--- src/rtl/rcfg_pkg.sv ---
// Package: shared state encoding for the residency controller.
// Assumes: nothing beyond standard SystemVerilog.
package rcfg_pkg;
    typedef enum logic [1:0] {
        ST_IDLE  = 2'd0,
        ST_PLACE = 2'd1,
        ST_CFG   = 2'd2
    } ctrl_state_t;
endpackage

--- src/rtl/rcfg_occupancy.sv ---
// Module: builds the per-row occupancy map of the region from the residency table.
// Assumes: resident bands never overlap and lie inside the region.
module rcfg_occupancy #(
    parameter int NUM_ROWS = 56,
    parameter int NUM_IDS  = 8,
    parameter int ROW_W    = 6,
    parameter int HT_W     = 8
) (
    input  logic [NUM_IDS-1:0]            slot_valid,
    input  logic [NUM_IDS-1:0][ROW_W-1:0] slot_start,
    input  logic [NUM_IDS-1:0][HT_W-1:0]  slot_height,
    output logic [NUM_ROWS-1:0]           row_busy
);
    for (genvar r = 0; r < NUM_ROWS; r++) begin : g_row
        // Mark row r when any valid band covers it.
        always_comb begin
            row_busy[r] = 1'b0;
            for (int i = 0; i < NUM_IDS; i++) begin
                if (slot_valid[i] &&
                    (r >= int'(slot_start[i])) &&
                    (r <  int'(slot_start[i]) + int'(slot_height[i])))
                    row_busy[r] = 1'b1;
            end
        end
    end
endmodule

--- src/rtl/rcfg_fit_finder.sv ---
// Module: first-fit search for the lowest run of free rows of a given height.
// Assumes: need is between 1 and NUM_ROWS.
module rcfg_fit_finder #(
    parameter int NUM_ROWS = 56,
    parameter int ROW_W    = 6,
    parameter int HT_W     = 8
) (
    input  logic [NUM_ROWS-1:0] row_busy,
    input  logic [HT_W-1:0]     need,
    output logic                fit_found,
    output logic [ROW_W-1:0]    fit_start
);
    // Scan upward and stop at the first free run of the needed length.
    always_comb begin
        int run;
        run       = 0;
        fit_found = 1'b0;
        fit_start = '0;
        for (int r = 0; r < NUM_ROWS; r++) begin
            if (row_busy[r]) run = 0;
            else             run = run + 1;
            if (!fit_found && (run >= int'(need)) && (need != '0)) begin
                fit_found = 1'b1;
                fit_start = ROW_W'(r - int'(need) + 1);
            end
        end
    end
endmodule

--- src/rtl/rcfg_lru_pick.sv ---
// Module: chooses the valid slot with the oldest last-use stamp.
// Assumes: stamps are unique; ties fall to the lowest slot index.
module rcfg_lru_pick #(
    parameter int NUM_IDS = 8,
    parameter int ID_W    = 3,
    parameter int STAMP_W = 16
) (
    input  logic [NUM_IDS-1:0]              slot_valid,
    input  logic [NUM_IDS-1:0][STAMP_W-1:0] slot_stamp,
    output logic                            victim_any,
    output logic [ID_W-1:0]                 victim_id
);
    // Linear minimum search over the valid slots.
    always_comb begin
        logic [STAMP_W-1:0] best;
        best       = '1;
        victim_any = 1'b0;
        victim_id  = '0;
        for (int i = 0; i < NUM_IDS; i++) begin
            if (slot_valid[i] && (!victim_any || slot_stamp[i] < best)) begin
                victim_any = 1'b1;
                victim_id  = ID_W'(i);
                best       = slot_stamp[i];
            end
        end
    end
endmodule

--- src/rtl/rcfg_residency_ctrl.sv ---
// Module: residency controller for custom instruction modules in a row-stacked region.
// Hits execute at once. Misses stall the host, evict LRU modules until a first-fit
// run exists, then wait ROW_CFG_CYCLES per row before the execute pulse.
// Assumes: every table height is at least 1; each ID owns one table slot.
module rcfg_residency_ctrl #(
    parameter int NUM_ROWS       = 56,
    parameter int NUM_IDS        = 8,
    parameter int HT_W           = 8,
    parameter int ROW_CFG_CYCLES = 4500,
    parameter int STAMP_W        = 16,
    parameter logic [NUM_IDS-1:0][HT_W-1:0] MOD_HEIGHT =
        {8'd1, 8'd60, 8'd56, 8'd4, 8'd20, 8'd12, 8'd33, 8'd9},
    localparam int ID_W  = (NUM_IDS > 1) ? $clog2(NUM_IDS) : 1,
    localparam int ROW_W = $clog2(NUM_ROWS + 1),
    localparam int CNT_W = $clog2(NUM_ROWS * ROW_CFG_CYCLES + 1)
) (
    input  logic            clk,
    input  logic            rst_n,
    input  logic            req_valid,
    input  logic [ID_W-1:0] req_id,
    output logic            req_ready,
    output logic            busy,
    output logic            exec_valid,
    output logic [ID_W-1:0] exec_id,
    output logic [ROW_W-1:0] exec_row,
    output logic            err_valid
);
    import rcfg_pkg::*;

    ctrl_state_t                   state;
    logic [NUM_IDS-1:0]            tbl_valid;
    logic [NUM_IDS-1:0][ROW_W-1:0] tbl_start;
    logic [NUM_IDS-1:0][HT_W-1:0]  tbl_height;
    logic [NUM_IDS-1:0][STAMP_W-1:0] tbl_stamp;
    logic [STAMP_W-1:0]            use_ctr;
    logic [ID_W-1:0]               cur_id;
    logic [CNT_W-1:0]              cfg_cnt;

    logic [NUM_ROWS-1:0] row_busy;
    logic                fit_found;
    logic [ROW_W-1:0]    fit_start;
    logic                victim_any;
    logic [ID_W-1:0]     victim_id;
    logic [HT_W-1:0]     req_h;
    logic [HT_W-1:0]     cur_h;
    logic                accept;
    logic [CNT_W-1:0]    cfg_load;

    assign req_ready = (state == ST_IDLE);
    assign busy      = (state != ST_IDLE);
    assign accept    = req_valid && req_ready;
    assign req_h     = MOD_HEIGHT[req_id];
    assign cur_h     = MOD_HEIGHT[cur_id];
    assign cfg_load  = CNT_W'(int'(cur_h) * ROW_CFG_CYCLES - 1);

    rcfg_occupancy #(
        .NUM_ROWS(NUM_ROWS), .NUM_IDS(NUM_IDS), .ROW_W(ROW_W), .HT_W(HT_W)
    ) occ_i (
        .slot_valid (tbl_valid),
        .slot_start (tbl_start),
        .slot_height(tbl_height),
        .row_busy   (row_busy)
    );

    rcfg_fit_finder #(
        .NUM_ROWS(NUM_ROWS), .ROW_W(ROW_W), .HT_W(HT_W)
    ) fit_i (
        .row_busy (row_busy),
        .need     (cur_h),
        .fit_found(fit_found),
        .fit_start(fit_start)
    );

    rcfg_lru_pick #(
        .NUM_IDS(NUM_IDS), .ID_W(ID_W), .STAMP_W(STAMP_W)
    ) lru_i (
        .slot_valid(tbl_valid),
        .slot_stamp(tbl_stamp),
        .victim_any(victim_any),
        .victim_id (victim_id)
    );

    // Control sequencing, residency table upkeep and output pulses.
    always_ff @(posedge clk) begin
        if (!rst_n) begin
            state      <= ST_IDLE;
            tbl_valid  <= '0;
            tbl_start  <= '0;
            tbl_height <= '0;
            tbl_stamp  <= '0;
            use_ctr    <= '0;
            cur_id     <= '0;
            cfg_cnt    <= '0;
            exec_valid <= 1'b0;
            exec_id    <= '0;
            exec_row   <= '0;
            err_valid  <= 1'b0;
        end else begin
            exec_valid <= 1'b0;
            err_valid  <= 1'b0;
            unique case (state)
                ST_IDLE: begin
                    if (accept) begin
                        exec_id <= req_id;
                        if (int'(req_h) > NUM_ROWS) begin
                            err_valid <= 1'b1;
                        end else if (tbl_valid[req_id]) begin
                            exec_valid        <= 1'b1;
                            exec_row          <= tbl_start[req_id];
                            tbl_stamp[req_id] <= use_ctr;
                            use_ctr           <= use_ctr + 1'b1;
                        end else begin
                            cur_id <= req_id;
                            state  <= ST_PLACE;
                        end
                    end
                end
                ST_PLACE: begin
                    if (fit_found) begin
                        tbl_valid[cur_id]  <= 1'b1;
                        tbl_start[cur_id]  <= fit_start;
                        tbl_height[cur_id] <= cur_h;
                        tbl_stamp[cur_id]  <= use_ctr;
                        use_ctr            <= use_ctr + 1'b1;
                        cfg_cnt            <= cfg_load;
                        state              <= ST_CFG;
                    end else if (victim_any) begin
                        tbl_valid[victim_id] <= 1'b0;
                    end
                end
                ST_CFG: begin
                    if (cfg_cnt == '0) begin
                        exec_valid <= 1'b1;
                        exec_row   <= tbl_start[cur_id];
                        state      <= ST_IDLE;
                    end else begin
                        cfg_cnt <= cfg_cnt - 1'b1;
                    end
                end
                default: state <= ST_IDLE;
            endcase
        end
    end
endmodule

--- config.mk ---
export PLATFORM = sky130hd
export DESIGN_NAME = rcfg_residency_ctrl
export DESIGN_NICKNAME = d
export VERILOG_FILES = /design/src/rtl/rcfg_pkg.sv /design/src/rtl/rcfg_occupancy.sv /design/src/rtl/rcfg_fit_finder.sv /design/src/rtl/rcfg_lru_pick.sv /design/src/rtl/rcfg_residency_ctrl.sv
export SDC_FILE = /design/constraint.sdc
export NUM_CORES = 2
export LEC_CHECK = 0
export ABC_AREA = 1
export CAP_MARGIN = 15
export CORE_ASPECT_RATIO = 1.2
export CORE_MARGIN = 5
export CORE_UTILIZATION = 25
export CTS_CLUSTER_DIAMETER = 50
export DETAILED_ROUTE_END_ITERATION = 12
export GPL_ROUTABILITY_DRIVEN = 0
export PLACE_DENSITY = 0.37
export SYNTH_ARGS = -nofsm -noshare
export SYNTH_HDL_FRONTEND = slang
export SYNTH_HIERARCHICAL = 1
export SYNTH_SLANG_ARGS = --single-unit
--- constraint.sdc ---
create_clock -name clk -period 13.83 [get_ports clk]
set_input_delay 4.149 -clock clk [delete_from_list [all_inputs] [get_ports clk]]
set_output_delay 4.149 -clock clk [all_outputs]
set_load 0.02 [all_outputs]
Word level (Yosys, flattened, before mapping). Memories as Yosys holds them, arrays and structs flattened. A register that Yosys moved wholly into a read port is not among the register bits. Cells that the tools add are included. Widths: inputs -> output; s select.

Multiplexer cells: 696. Bitwise gates (word level): 5. $add $sub $neg: 178. Multiply operators: 1. Equality and inequality tests: 9. Order comparisons: 966. Reduce and logical (&&, ||, !) cells: 1104.

Operators by type and width (count): $lt 7x32->1 const A (192); $lt 6x32->1 const A (128); $lt 5x32->1 const A (64); $add 32x2->32 const B (55); $ge 32x9->1 (55); $mux 32 (55); $ge 6x6->1 const A (192); $lt 4x32->1 const A (32); $logic_and 1x1->1 (1018); $ge 5x6->1 const A (128); $mux 1 (522); $lt 3x32->1 const A (16); $mux 128 (4); $ge 4x6->1 const A (64); $mux 6 (63); $add 6x2->6 const B (56); $bwmux 128 (2); $lt 1x32->1 const A (8); $lt 2x32->1 const A (8); $pmux 128 s2 (1); $mux 16 (13); $ge 3x6->1 const A (32); $sub 6x6->6 const A (24); $lt 16x16->1 (7); 50 further kinds (220).

Register bits after elaboration: 298. Memory bits (read-only): 128. Word-level logic and storage cells: 2994. Memories kept: 2. Input port bits: 6. Output and inout port bits: 13.

Memories: (no name shown) (words 8, width 8, read ports 1, clocked after Yosys merged registers in 1, write ports 0, RTL line rcfg_residency_ctrl.sv:53) `assign cur_h = MOD_HEIGHT[cur_id];`; (no name shown) (words 8, width 8, read ports 1, clocked after Yosys merged registers in 0, write ports 0, RTL line rcfg_residency_ctrl.sv:52) `assign req_h = MOD_HEIGHT[req_id];`.

Logic depth before layout (Yosys ltp).
Word-level depth: 237. Gate-level depth with buffers: 149. Gate-level depth less buffers: 148.

Modules after synthesis. Netlist, hierarchy kept.

By module, submodules not included: rcfg_fit_finder (seq. area each 0.0 µm², instances 1, area each 17194.0 µm², cells each 2789); rcfg_occupancy (seq. area each 0.0 µm², instances 1, area each 14797.9 µm², cells each 3115); rcfg_residency_ctrl (seq. area each 5585.4 µm², instances 1, area each 13654.3 µm², cells each 2007); rcfg_lru_pick (seq. area each 0.0 µm², instances 1, area each 3643.5 µm², cells each 640).

Worst setup path before layout. No wires, ideal clock.

Path type: flip-flop to flip-flop. Start point: register tbl_start[12] in the netlist's numbering. End point: register tbl_stamp[102] in the netlist's numbering. Cell stages (with the launch flop): 121. Setup time: 113 ps. Arrival time: 14031 ps. Required time: 13717 ps. Slack: -314 ps. Period minus slack after synthesis: 14144 ps. Cells stage by stage: dfxtp_1 > ha_1 > fa_1 > nand3_1 > nand3_2 > xor2_2 > inv_2 > buf_4 > nand2_1 > nor2_1 > nand3_1 > o211ai_1 > nand3_1 > nor2_1 > nand3_1 > inv_1 > nand2_1 > o21ai_0 > [... 85 more ...] > ha_1 > nand2_1 > a21oi_1 > a211oi_1 > nor2_1 > a211oi_1 > inv_1 > nor3_4 > o211ai_4 > o2111ai_1 > inv_1 > nor2_2 > inv_2 > a21oi_4 > nand4_4 > buf_2 > nor2_1 > nor2_1.

Elaborated cells between the ends (all ways): 952.

RTL lines: from (decl) (RTL line rcfg_residency_ctrl.sv:32) `logic [NUM_IDS-1:0][ROW_W-1:0] tbl_start;`; from (signal, indexed assignment) (RTL line rcfg_residency_ctrl.sv:121) `tbl_start[cur_id] <= fit_start;`; $add 6x8->9 / $ge 3x6->1 (equally long branches) (RTL line rcfg_occupancy.sv:21, rcfg_occupancy.sv:20); $lt 4x32->1 / $logic_and 1x1->1 (equally long branches) (RTL line rcfg_occupancy.sv:21, rcfg_occupancy.sv:19); $logic_and 1x1->1 * (RTL line rcfg_occupancy.sv:20) `(r >= int'(slot_start[i])) &&`; $mux 1 * (6 in a row) (RTL line rcfg_occupancy.sv:19) `if (slot_valid[i] &&`; net row_busy[4] (RTL line rcfg_residency_ctrl.sv:39) `logic [NUM_ROWS-1:0] row_busy;`; $mux 32 * (RTL line rcfg_fit_finder.sv:20) `if (row_busy[r]) run = 0;`; branches (longest 207 deep; another with $add 32x2->32); $mux 1 * (RTL line rcfg_fit_finder.sv:22) `if (!fit_found && (run >= int'(need)) && (need != '0)) begin`; net fit_found (RTL line rcfg_residency_ctrl.sv:40) `logic fit_found;`; $ne 2x2->1 (no line) *; $reduce_and 5->1 (no line) *; to (signal, indexed assignment) (RTL line rcfg_residency_ctrl.sv:110) `tbl_stamp[req_id] <= use_ctr;`; to (signal, indexed assignment) (RTL line rcfg_residency_ctrl.sv:123) `tbl_stamp[cur_id] <= use_ctr;`; to (decl) (RTL line rcfg_residency_ctrl.sv:34) `logic [NUM_IDS-1:0][STAMP_W-1:0] tbl_stamp;`.

Mark *: on every way through the listed nets, which the timed path passes. A chain may end at the register's enable or synchronous reset.

Worst setup path in the final report.
Start point: register tbl_start[6] in the netlist's numbering. End point: register tbl_stamp[23] in the netlist's numbering.

Elaborated cells between the ends (all ways): 1008.

RTL lines (RTL line): $add 6x8->9 / $ge 2x6->1 (equally long branches) (rcfg_occupancy.sv:21, rcfg_occupancy.sv:20); $lt 3x32->1 / $logic_and 1x1->1 (equally long branches) (rcfg_occupancy.sv:21, rcfg_occupancy.sv:19); $logic_and 1x1->1 * (rcfg_occupancy.sv:20); $mux 1 * (7 in a row) (rcfg_occupancy.sv:19); net row_busy[3] (rcfg_residency_ctrl.sv:39); $mux 32 * (rcfg_fit_finder.sv:20); branches (longest 211 deep; another with $add 32x2->32); $mux 1 * (rcfg_fit_finder.sv:22); net fit_found (rcfg_residency_ctrl.sv:40); $ne 2x2->1 (no line) *; $reduce_and 5->1 (no line) *.

Marks and branches as above.

==> qor.txt <==
WL final - 257 mm
Synth Instances - 8551
Seq/Total Area, Yosys - 11.3%
Number of H-tree levels - 2
Max Slew Vio Count - 0
Worst EP arrival - 16.38 ns
P&R area growth vs syn - 40.2%
Req. time, crit path - 14.35 ns
FMAX - 0.0631 GHz
PD cells - 336 nW/µm²
I/O pins - 19
Ys flop type - dfxtp_1
Internal power - 0.0117 W
Hold Crit Class - flop to flop
Register Area - 5610 µm²
Vias after detailed routing - 63008
Final period utilization - 115%
Post-layout instance area - 69100 µm²
Post-Layout Cell Count - 12886
Synthesized area - 49300 µm²
Placed cell count - 12621
Top cell by count, worst path - nand2_2
Critical Path End Type - flop
Fraction of layout cells with a size suffix above 1 - 25.1%
Hold Vio Cnt, Final - 0
Worst-skew pair later-pin latency - 0.60 ns
VDD IR max - 0.311 mV
Drt first-iter violations - 4885
Global route overflow - 0
Setup Viol. Count Final - 260
Clock buffer count from CTS - 41
Register bit total from synthesis - 279
Synth warnings - 6
Final min period - 15.86 ns
Clock Power Share - 4.6%
# nets final - 10870
DRT antenna net count - 0
Slowest stage cell, crit path - fa_2
Largest net degree at the start of global routing - 71
Maximum root-to-sink buffer count - 3
Die area - 206000 µm²
Hold WS - 0.502 ns
Yosys cell types - 86
Chip width - 415 µm
Number of enable flip-flop cells after synthesis - 0
Net Sw Frac - 49.9%
Outcome - complete, but fails checks
FILL cells - 21822
Sequential share of power - 4.0%
Critical path's largest stage delay - 0.38 ns
TritonCTS clock tree - built
Slew margin rel. - 40.4%
Worst-Margin Slew - 0.884 ns
Multi-input gate area - 40600 µm²
Setup skew after layout - 0.0369 ns
Total iterations of the first detailed-routing run - 9
Wire length of the first global-routing pass - 377 mm
Vias in the first global route - 60523
Area after DPL - 63700 µm²
Startpoint Class - flop
Port Buffer Count - 18
Max Cap Viol - 0
Initial antenna violation count - 8
Num rows - 178
Crit-path max FO - 8
Routed WL per cell - 20.0 µm
Setup TNS - -472.19 ns
Placement Setup Slack - -2.64 ns
Failing checks - negative setup slack
Post-synth ARST share - 0%
Syn Area/Cell - 5.76 µm²
Final setup margin - -2.03 ns
Placed wire-length estimate - 211 mm
RSZ-0062 raised after global routing - true
Starting Density - 25.1%
Hold buffer count at CTS - 0
Switch Pwr - 0.0116 W
Worst Setup Path Type - flop to flop
Number of vias per cell - 4.89
CTS Sinks - 279
Clock transition at the registers of the reported paths - 0.06 ns
Die Ht - 496 µm
Comb power frac - 91.4%
Core area - 196000 µm²
Remaining routing DRC violations - 0
Lkg Pwr - 36.1 nW
Clock root buffer - clkbuf_16
Gr usage total - 23.7%
[synth_stat cells, drive strengths merged (9+ instances only)]
cell type,number,area (µm²)
xor2,59,562
buf,115,837
inv,1366,5130
clkbuf,112,422
ha,612,7660
o211ai,55,427
o22ai,48,313
nand3b,25,216
o31ai,10,75.1
a211oi,47,353
clkinv,18,67.6
a21boi,22,169
fa,11,220
nand2,1909,7470
a31oi,46,288
nand3,664,3550
o2111ai,24,210
nor2,1261,5060
or2,9,56.3
xnor2,11,96.3
nor3,135,772
o21ai,703,3530
a21oi,601,3130
nor4,20,138
dfxtp,279,5590
o21a,109,818
nand4,179,1300
o21bai,28,210
o221ai,17,149
[area by class of cell]
cell class / count / share of cell area, %
Clock inverter: 24 / 0.378
Inverter: 1384 / 7.56
Multi-Input combinational cell: 6893 / 58.7
Timing Repair Buffer: 1642 / 18.9
Tap cell: 2610 / 4.72
Clock buffer: 49 / 1.61
Sequential cell: 279 / 8.12
Antenna cell: 5 / 0.0181
[cells in the final DEF, fill, tap and decap left out, drive strengths merged, types with 46 or more instances in the layout]
cell    Yosys  final
a211oi     47     47
a21oi     601    601
a31oi      46     46
buf       115   1622
clkbuf    112     52
conb        2    235
dfxtp     279    279
ha        612    612
inv      1366   1373
nand2    1909   1909
nand3     664    664
nand4     179    179
nor2     1261   1261
nor3      135    135
o211ai     55     55
o21a      109    109
o21ai     703    703
o22ai      48     48
xor2       59     59
[critical path, delay by kind of cell (launching register included)]
family / cells / cell delay, ns
fa+ha+maj: 3 / 0.74
buf+inv: 16 / 2.16
compound gates: 10 / 1.44
flops: 1 / 0.33
simple gates: 92 / 11.07
[repair_timing]
| action | in CTS | in global routing |
|---|---|---|
| gates cloned | 3 | 3 |
| setup buffers | 109 | 74 |
| endpoints found under the setup margin | 260 | 260 |
| pin swaps | 105 | 266 |
| resized for setup | 237 | 440 |
[final timing paths]
path                                  start                    endpoint  slack (ns)  depth (start not counted)
setup / recovery  tbl_start[6]$_SDFFE_PN0P_  tbl_stamp[23]$_SDFFE_PN0P_       -2.03                        121
hold / removal     cfg_cnt[12]$_SDFFE_PN0P_    cfg_cnt[12]$_SDFFE_PN0P_        0.50                          2
setup reg to reg  tbl_start[6]$_SDFFE_PN0P_  tbl_stamp[23]$_SDFFE_PN0P_       -2.03                        121
hold reg to reg    cfg_cnt[12]$_SDFFE_PN0P_    cfg_cnt[12]$_SDFFE_PN0P_        0.50                          2
[stage by stage]
step	util, %	total power, W
floorplan	-	0.0107
global placement	32.4	0.0182
detailed placement	32.4	0.0182
CTS	34.1	0.0212
global route	35.2	0.0259
finish	35.2	0.0232
[routing by layer]
metal	part of all wire, %	wire length [µm]	vias up	global-route usage, %
li1	-	-	31347	-
met1	40	103000	28986	27.4
met2	48	122000	2027	42.0
met3	4.8	12300	646	2.25
met4	7.8	20000	2	14.9
met5	0.0027	7	-	0
[registers in the layout, summed over array words and instances, names as in the netlist, 5 cells and up]
signal      cells
tbl_valid       8
tbl_height     40
cfg_cnt        18
use_ctr        16
tbl_stamp     128
cur_h           5
tbl_start      48
exec_row        6
[logic make-up after synthesis]
| family | after synthesis | synth area share (%) |
|---|---|---|
| compound gates | 1751 | 20.4 |
| xor+xnor | 70 | 1.34 |
| fa+ha+maj | 624 | 16.0 |
| buf+inv | 1612 | 13.1 |
| flops | 279 | 11.3 |
| mux | 1 | 0.0228 |
| other cells | 2 | 0.0152 |
| simple gates | 4212 | 37.8 |
[power groups by stage]
stage / logic (W) / clock network [W] / registers [W]
floorplan: 0.00977 / 0 / 0.000931
global placement: 0.0172 / 0 / 0.000946
detailed placement: 0.0173 / 0 / 0.000945
CTS: 0.0192 / 0.00112 / 0.000929
global route: 0.0238 / 0.00115 / 0.000936
finish: 0.0212 / 0.00108 / 0.000930
Note: power is estimated with default switching activity, not from simulation.
